<file path="src/rtl/br_resolve.sv">
module br_resolve #(
  parameter int XLEN = 32,
  parameter int OFFW = 16,
  parameter int IDXW = 26
) (
  input  logic [XLEN-1:0] pc_i,
  input  logic [3:0]      kind_i,
  input  logic [XLEN-1:0] rs_i,
  input  logic [XLEN-1:0] rt_i,
  input  logic [OFFW-1:0] off_i,
  input  logic [IDXW-1:0] idx_i,
  input  logic            cpflag_i,
  output logic            taken_o,
  output logic [XLEN-1:0] next_pc_o,
  output logic            link_en_o,
  output logic [XLEN-1:0] link_val_o
);
  localparam logic [3:0] K_NONE = 4'd0,  K_EQ   = 4'd1,  K_NE   = 4'd2,
                         K_GEZ  = 4'd3,  K_GTZ  = 4'd4,  K_LEZ  = 4'd5,
                         K_LTZ  = 4'd6,  K_GEZL = 4'd7,  K_LTZL = 4'd8,
                         K_CPT  = 4'd9,  K_CPF  = 4'd10, K_J    = 4'd11,
                         K_JL   = 4'd12, K_JR   = 4'd13, K_JRL  = 4'd14;
  localparam int HI = XLEN - IDXW - 2;

  logic [XLEN-1:0] seq_pc, br_tgt, j_tgt, tgt;
  logic neg, zero, cond, lnk;

  assign seq_pc = pc_i + XLEN'(4);
  assign br_tgt = seq_pc + {{(XLEN-OFFW-2){off_i[OFFW-1]}}, off_i, 2'b00};
  assign j_tgt  = {seq_pc[XLEN-1 -: HI], idx_i, 2'b00};
  assign neg    = rs_i[XLEN-1];
  assign zero   = (rs_i == '0);

  always_comb begin
    cond = 1'b0;
    lnk  = 1'b0;
    tgt  = br_tgt;
    case (kind_i)
      K_EQ:   cond = (rs_i == rt_i);
      K_NE:   cond = (rs_i != rt_i);
      K_GEZ:  cond = !neg;
      K_GTZ:  cond = !neg && !zero;
      K_LEZ:  cond = neg || zero;
      K_LTZ:  cond = neg;
      K_GEZL: begin cond = !neg; lnk = 1'b1; end
      K_LTZL: begin cond = neg;  lnk = 1'b1; end
      K_CPT:  cond = cpflag_i;
      K_CPF:  cond = !cpflag_i;
      K_J:    begin cond = 1'b1; tgt = j_tgt; end
      K_JL:   begin cond = 1'b1; tgt = j_tgt; lnk = 1'b1; end
      K_JR:   begin cond = 1'b1; tgt = rs_i; end
      K_JRL:  begin cond = 1'b1; tgt = rs_i; lnk = 1'b1; end
      default: cond = 1'b0;
    endcase
  end

  assign taken_o    = cond;
  assign next_pc_o  = cond ? tgt : seq_pc;
  assign link_en_o  = cond && lnk;
  assign link_val_o = seq_pc;

  always_comb begin
    if (!taken_o)
      p_fallthru_r1: assert (next_pc_o == pc_i + XLEN'(4) && !link_en_o)
        else $error("fall-through broken");
    if (kind_i == K_EQ || kind_i == K_NE)
      p_cmp_r2: assert (taken_o == ((rs_i == rt_i) == (kind_i == K_EQ)))
        else $error("eq/ne decision broken");
    if (kind_i == K_LTZ || kind_i == K_LTZL)
      p_sign_r3: assert (taken_o == rs_i[XLEN-1])
        else $error("sign test broken");
    if (link_en_o)
      p_link_taken_r5: assert (taken_o) else $error("link without taken");
    if (kind_i == K_CPT || kind_i == K_CPF)
      p_cop_r6: assert (taken_o == (cpflag_i == (kind_i == K_CPT)))
        else $error("coprocessor flag test broken");
    if (kind_i == K_JR || kind_i == K_JRL)
      p_jreg_r8: assert (taken_o && next_pc_o == rs_i && link_en_o == (kind_i == K_JRL))
        else $error("register jump broken");
    p_linkval_r9: assert (link_val_o - pc_i == XLEN'(4))
      else $error("link value broken");
  end
endmodule

</file>
<file path="config.mk">
export PLATFORM = sky130hd
export DESIGN_NAME = br_resolve
export DESIGN_NICKNAME = d
export VERILOG_FILES = /design/src/rtl/br_resolve.sv
export SDC_FILE = /design/constraint.sdc
export NUM_CORES = 1
export LEC_CHECK = 0
export ABC_CLOCK_PERIOD_IN_PS = 13800
export BUFFER_PORTS_ARGS = -buffer_cell sky130_fd_sc_hd__buf_2
export CORE_MARGIN = 2
export CORE_UTILIZATION = 50
export DETAILED_ROUTE_END_ITERATION = 10
export PLACE_DENSITY = 0.95
export SYNTH_ARGS = -nofsm -noshare
export SYNTH_HDL_FRONTEND = slang
export SYNTH_SLANG_ARGS = --single-unit
</file>
<file path="constraint.sdc">
create_clock -name vclk -period 13.8
set_input_delay 2.76 -clock vclk [all_inputs]
set_output_delay 2.76 -clock vclk [all_outputs]
set_load 0.1 [all_outputs]
</file>
## Yosys cells after proc, flatten, opt, wreduce, memory -nomap -nowiden

Cells that the tools add are included.

| operators by class | value |
|---|---|
| add/subtract/negate cells | 2 |
| equality and inequality tests | 16 |
| multiplexer cells | 4 |
| reductions and logical operators | 13 |

Operator list:

| cell | count |
|---|---|
| 32-bit case mux with 2 select lines | 1 |
| 32-bit by 3-bit adder with 32-bit output (second input constant) | 1 |
| 32-bit adder | 1 |
| 32-bit equality test | 1 |
| 32-bit logical NOT | 1 |
| 32-bit 2-to-1 mux | 1 |
| 32-bit != test | 1 |
| 4-bit equality test (second input constant) | 7 |
| 4-bit by 3-bit equality test with 1-bit output (second input constant) | 4 |
| 1-bit case mux with 9 select lines | 1 |
| 4-bit by 2-bit equality test with 1-bit output (second input constant) | 2 |
| 2-bit OR reduction | 4 |
| 4-bit OR reduction | 2 |
| 4-bit by 1-bit equality test with 1-bit output (second input constant) | 1 |
| 1-bit logical NOT | 3 |
| 1-bit logical AND | 2 |
| 1-bit logical OR | 1 |
| 1-bit 2-to-1 mux | 1 |

| word-level totals | value |
|---|---|
| register bits after elaboration | 0 |
| output and inout bits | 66 |

## Longest topological paths before layout

Gate-level depths: netlist of run 1.

| logic depth | value |
|---|---|
| word-level depth | 5 |
| depth in mapped cells | 16 |

## Worst setup path after synthesis of run 1

No wires, ideal clock.

| timing path | value |
|---|---|
| path type | input-to-output |
| from | input port pc_i[4] |
| to | output port next_pc_o[31] |
| data arrival time | 8489 ps |
| path slack | 2551 ps |
| stages | 16 |
| buffers on the path | 0 |
| cell sequence | and4_1 and3_1 and3_1 and2_1 nand2_1 xnor2_1 ha_1 nand4_1 nor2_1 a211oi_1 o211ai_1 o2111ai_1 nand4_1 a31oi_1 xnor2_1 o221ai_1 |

| on the way | value |
|---|---|
| longest elaborated chain between the ends | 4 |

Ends and longest elaborated chain:

| element | RTL line | source |
|---|---|---|
| start, declared | 6 | `input logic [XLEN-1:0] pc_i,` |
| 32-bit by 3-bit adder with 32-bit output | 28 | `assign seq_pc = pc_i + XLEN'(4);` |
| net link_val_o[16] | 16 | `output logic [XLEN-1:0] link_val_o` |
| 32-bit adder | 29 | `assign br_tgt = seq_pc + {{(XLEN-OFFW-2){off_i[OFFW-1]}}, off_i, 2'b00};` |
| 32-bit case mux with 2 select lines | 38 | `case (kind_i)` |
| 32-bit 2-to-1 mux | 58 | `assign next_pc_o = cond ? tgt : seq_pc;` |
| end, declared | 14 | `output logic [XLEN-1:0] next_pc_o,` |

The timed path passes the listed nets, and every way through them passes these cells.

## Worst setup path after layout of run 1

| timing path | value |
|---|---|
| from | input port pc_i[4] |
| to | output port next_pc_o[31] |

| on the way | value |
|---|---|
| longest elaborated chain between the ends | 4 |

Ends and longest elaborated chain:

| element | RTL line |
|---|---|
| 32-bit by 3-bit adder with 32-bit output (*) | 28 |
| 32-bit adder | 29 |
| 32-bit case mux with 2 select lines | 38 |
| 32-bit 2-to-1 mux (*) | 58 |

Every way passes the cells marked *; elsewhere a longest branch is shown, timed or not.

==> results of run 1 <==
-- metrics by stage --
step,utilization,setup WS [ns]
floorplan,-,2.55
global placement,0.670,4.63
detailed placement,0.670,4.52
CTS,0.670,4.47
global route,0.670,4.10
finish,0.670,4.39
-- synth_stat cells, types with 3 or more instances --
cell / n
nand2_1: 38
mux2_1: 15
and2_1: 7
a2bb2oi_1: 3
a21o_1: 9
nor4_1: 17
nor3_1: 4
clkbuf_1: 11
xor2_1: 56
nand3_1: 13
inv_1: 14
o21ai_1: 11
a31oi_1: 6
mux2_2: 3
o21ai_0: 30
buf_4: 3
buf_2: 4
and3_1: 5
xnor2_1: 32
nand4_1: 17
nor2_1: 21
a21oi_1: 29
nand2b_1: 7
a22oi_1: 23
ha_1: 36
nor2b_1: 4
a211oi_1: 5
-- worst max-delay path, stage by stage --
cell,delay (ns)
buf_2,0.12
and4_1,0.25
and3_1,0.25
and3_1,0.25
and2_1,0.18
nand2_1,0.08
xnor2_1,0.23
ha_1,0.34
nand4_1,0.16
nor2_1,0.08
a211oi_1,0.23
o211ai_1,0.23
o2111ai_1,0.38
nand4_1,0.18
a31oi_1,0.23
xnor2_1,0.08
o221ai_1,0.15
buf_2,0.46
-- where the power goes --
part / switching (mW) / internal [mW]
clock network: 0 / 0
registers: 0 / 0
logic: 0.289 / 0.0929
total: 0.289 / 0.0929
-- kinds of logic (layout without fill, tap and decap cells) --
kind of cell    count (synthesis)  in the layout  synth area share
compound gates                150            150             0.296
mux                            19             19            0.0637
buf+inv                        34            228            0.0421
fa+ha+maj                      37             37             0.138
simple gates                  145            145             0.230
xor+xnor                       89             89             0.230
-- layer usage --
metal  up-vias  GRT usage  part of all wire
li1       2180          -                 -
met1      2176      0.448              0.41
met2       284      0.579              0.46
met3        65     0.0324             0.085
met4         0      0.143             0.046
met5         -          0                 0
-- final cells by class --
cell class,count,share of cell area
timing repair buffer,212,0.237
inverter,16,0.0133
tap,80,0.0222
multi-input combinational,440,0.727
-- final timing paths --
check / from / to / slack (ns) / cells past startpoint
max: pc_i[4] / next_pc_o[31] / 4.39 / 18
min: pc_i[0] / link_val_o[0] / 5.91 / 2
==> flow_summary_export.csv, run 1 <==
group,metric,value,unit
outcome,status,"finished, final reports clean",
floorplan,die-area,7510,sq um
yosys,syn_avg_cell_area,7.21,sq um
sta,max_freq,0.106,GHz
drt,wl_per_cell,18.8,um
global_route,grt_pass1_wl,20600,um
setup_path,worstPathArrival,6.65,ns
sta,slew_headroom,0.536,
finish,register_area,0,sq um
floorplan,ios,209,
drt,drtAntennaViolNets,0,
setup_path,worstSetupPathType,"input pin to output port",
pwr,irDropWorstVdd,0.0781,mV
placed_design,place_area,4500,sq um
yosys,ys_types,66,
floorplan,initial_core_util,0.508,
clocking,cts_resized,0,
sta,hold_slack,5.91,ns
setup_path,cp-start-kind,"input pin",
finish,multi_input_area,3280,sq um
global_route,antenna_found_initial,0,
floorplan,die_w,86.7,um
yosys,synth_area_leaders,"xor2_1 (14%), ha_1 (13%), xnor2_1 (8.2%)",
pwr,p_total,381,uW
placed_design,portBuffers,209,
finish,layout_commonest_cell,"buf_2",
finish,final_cell_area,4500,sq um
sta,fin_crit,9.41,ns
sta,setup_tns,0,ns
flow_run,drv_cap,0,
global_route,gr-usage-all-layers,0.344,
finish,fillers,576,
finish,drive_gt1_frac,0.349,
global_route,grt_overflow,0,
pwr,p_leak,2.16,nW
sta,slew_violations,0,
finish,final_cell_count_no_fill,748,
yosys,yosysWarnings,0,
clocking,post-cts-setup-buffers,0,
pwr,p_per_area,84.7,nW/um^2
setup_path,critPathRequiredTime,11.04,ns
sta,finalHoldViolCount,0,
sta,fin_crit_sh,0.682,
drt,first_iter_violations,335,
drt,routed_wl,14100,um
drt,firstDrtPassIters,7,
placed_design,gp_congestion,1.00,
yosys,synth-seq-area-share,0,
drt,vias_per_cell,6.29,
finish,num_antenna_cells,0,
floorplan,fp.coreArea,6720,sq um
finish,area_growth,31.9,%
drt,vias,4705,
setup_path,end_kind,"output port",
setup_path,critPathMaxFanout,5,
yosys,synthesis.nets,654,
worst_hold_path,min_path_type,"input pin to output port",
floorplan,die_h,86.7,um
yosys,postSynthCellCount,474,
placed_design,place_inst,748,
floorplan,rows,30,
yosys,netlist_area,3420,sq um
clocking,holdBufCountCts,0,
yosys,synthDominantCellAreaShare,0.144,
sta,rsz0062_at_grt,"false",
finish,seq_cells,0,
placed_design,dpl.hpwl,11700,um
global_route,first_global_vias,4145,
sta,setup_viol,0,
global_route,grt_max_degree,25,
sta,worstMarginPinSlew,0.695,ns
finish,final_nets,850,
yosys,yosys.area.top_type,"xor2_1",
drt,post-route-drc-count,0,
finish,n_clock_buffer,0,
finish,final_cell_mix,"buf_2 (209), xor2_1 (56), nand2_1 (38)",
(Power assumes the default switching activity.)
==> run 2: changes to the inputs <==
ABC_CLOCK_PERIOD_IN_PS = 8100   (was 13800)
CORE_UTILIZATION = 42   (was 50)
PLACE_DENSITY = 0.86   (was 0.95)
clock period = 8.1 ns   (was 13.8 ns; I/O delays follow)
==> flow_summary_export.csv, run 2 (synthesis gave the netlist of run 1 again) <==
group,metric,value,unit
finish,drive_gt1_frac,0.389,
finish,multi_input_area,3480,sq um
sta,worstMarginPinSlew,0.704,ns
drt,routed_wl,14800,um
pwr,irDropWorstVdd,0.164,mV
floorplan,die_w,94.2,um
floorplan,initial_core_util,0.437,
global_route,antenna_found_initial,3,
setup_path,worstSetupPathType,"input pin to output port",
global_route,grt_pass1_wl,22400,um
sta,slew_headroom,0.529,
setup_path,critPathMaxFanout,7,
global_route,grt_overflow,0,
drt,firstDrtPassIters,5,
pwr,p_per_area,139,nW/um^2
setup_path,critPathRequiredTime,6.48,ns
floorplan,fp.coreArea,7810,sq um
pwr,p_leak,2.28,nW
setup_path,cp_common_cell,"and3_1",
placed_design,gp_congestion,1.01,
floorplan,rows,32,
sta,max_freq,0.139,GHz
setup_path,end_kind,"output port",
pwr,p_total,659,uW
finish,fillers,780,
setup_path,slowest_delay,0.45,ns
placed_design,portBuffers,209,
sta,fin_crit,7.21,ns
clocking,cts_resized,0,
setup_path,cpMaxStageDelayCell,"buf_2",
clocking,post-cts-setup-buffers,0,
flow_run,drv_cap,0,
finish,area_growth,38.8,%
drt,vias,4601,
worst_hold_path,min_path_type,"input pin to output port",
global_route,grt_max_degree,36,
sta,finalHoldViolCount,0,
setup_path,path_cells,"buf_2 -> ha_1 -> and3_1 -> and3_1 -> nand2_1 -> nor2_1 -> nand3_1 -> xnor2_2 -> ha_1 -> a21o_1 -> and3_1 -> a21oi_1 -> nand4_1 -> a31oi_1 -> xnor2_1 -> o221ai_2 -> buf_2",
placed_design,dpl.hpwl,12700,um
finish,register_area,0,sq um
drt,wl_per_cell,19.2,um
finish,final_cell_area,4740,sq um
global_route,first_global_vias,4390,
drt,post-route-drc-count,0,
drt,first_iter_violations,283,
clocking,holdBufCountCts,0,
drt,drtAntennaViolNets,0,
sta,setup_viol,0,
sta,setup_tns,0,ns
sta,fin_crit_sh,0.890,
floorplan,die-area,8870,sq um
drt,vias_per_cell,5.95,
sta,rsz0062_at_grt,"false",
floorplan,ios,209,
sta,slew_violations,0,
floorplan,die_h,94.2,um
setup_path,worstPathArrival,5.59,ns
setup_path,cp-start-kind,"input pin",
finish,seq_cells,0,
global_route,gr-usage-all-layers,0.318,
finish,n_clock_buffer,0,
finish,layout_commonest_cell,"buf_2",
finish,final_cell_mix,"buf_2 (209), xor2_1 (47), nand2_1 (38)",
outcome,status,"finished, final reports clean",
finish,final_nets,850,
placed_design,place_area,4730,sq um
-- run 2: cell count changes in the layout (fill, tap and decap cells not counted), sizes merged --
cell | before | now
diode | 0 | 3
-- run 2: worst paths after layout --
path,cells past startpoint,to,slack (ns),startpoint
max,17,next_pc_o[31],0.89,pc_i[2]
min,2,link_val_o[0],3.63,pc_i[0]
-- run 2: through the flow --
stage | utilization | instances | hold WS [ns] | setup WS [ns]
global route | 0.607 | 773 | 3.64 | 0.631
CTS | 0.606 | 770 | 3.63 | 0.960
global placement | 0.606 | 770 | 3.63 | 1.08
floorplan | - | 474 | 3.45 | 0.0167
finish | 0.607 | 773 | 3.63 | 0.888
detailed placement | 0.606 | 770 | 3.63 | 0.969
-- run 2: power breakdown --
group	switching, mW	total (mW)	internal [mW]
clock	0	0.0000000496	0.0000000496
sequential	0	0	0
combinational	0.496	0.659	0.163
-- run 2: routing by layer --
metal | track usage | part of all wire | vias to the layer above | routed length [um]
met5 | 0 | 0 | - | 0
met4 | 0.0785 | 0.017 | 0 | 250
met2 | 0.556 | 0.50 | 228 | 7430
met1 | 0.405 | 0.40 | 2180 | 5910
li1 | - | - | 2177 | -
met3 | 0.0514 | 0.084 | 16 | 1250
-- run 2: critical path, delay by kind of cell --
kind | cells | cell delay [ns]
AO/OA/AOI/OAI | 4 | 0.84
XOR/XNOR | 2 | 0.28
adder cells (fa/ha/maj) | 2 | 0.65
buffers and inverters | 2 | 0.58
AND/OR/NAND/NOR | 7 | 1.60
-- run 2: area by class of cell --
class | count | area share
diodes | 3 | 0.00158
repair buffers | 212 | 0.225
inverters | 16 | 0.0127
well taps | 102 | 0.0269
multi-input cells | 440 | 0.733
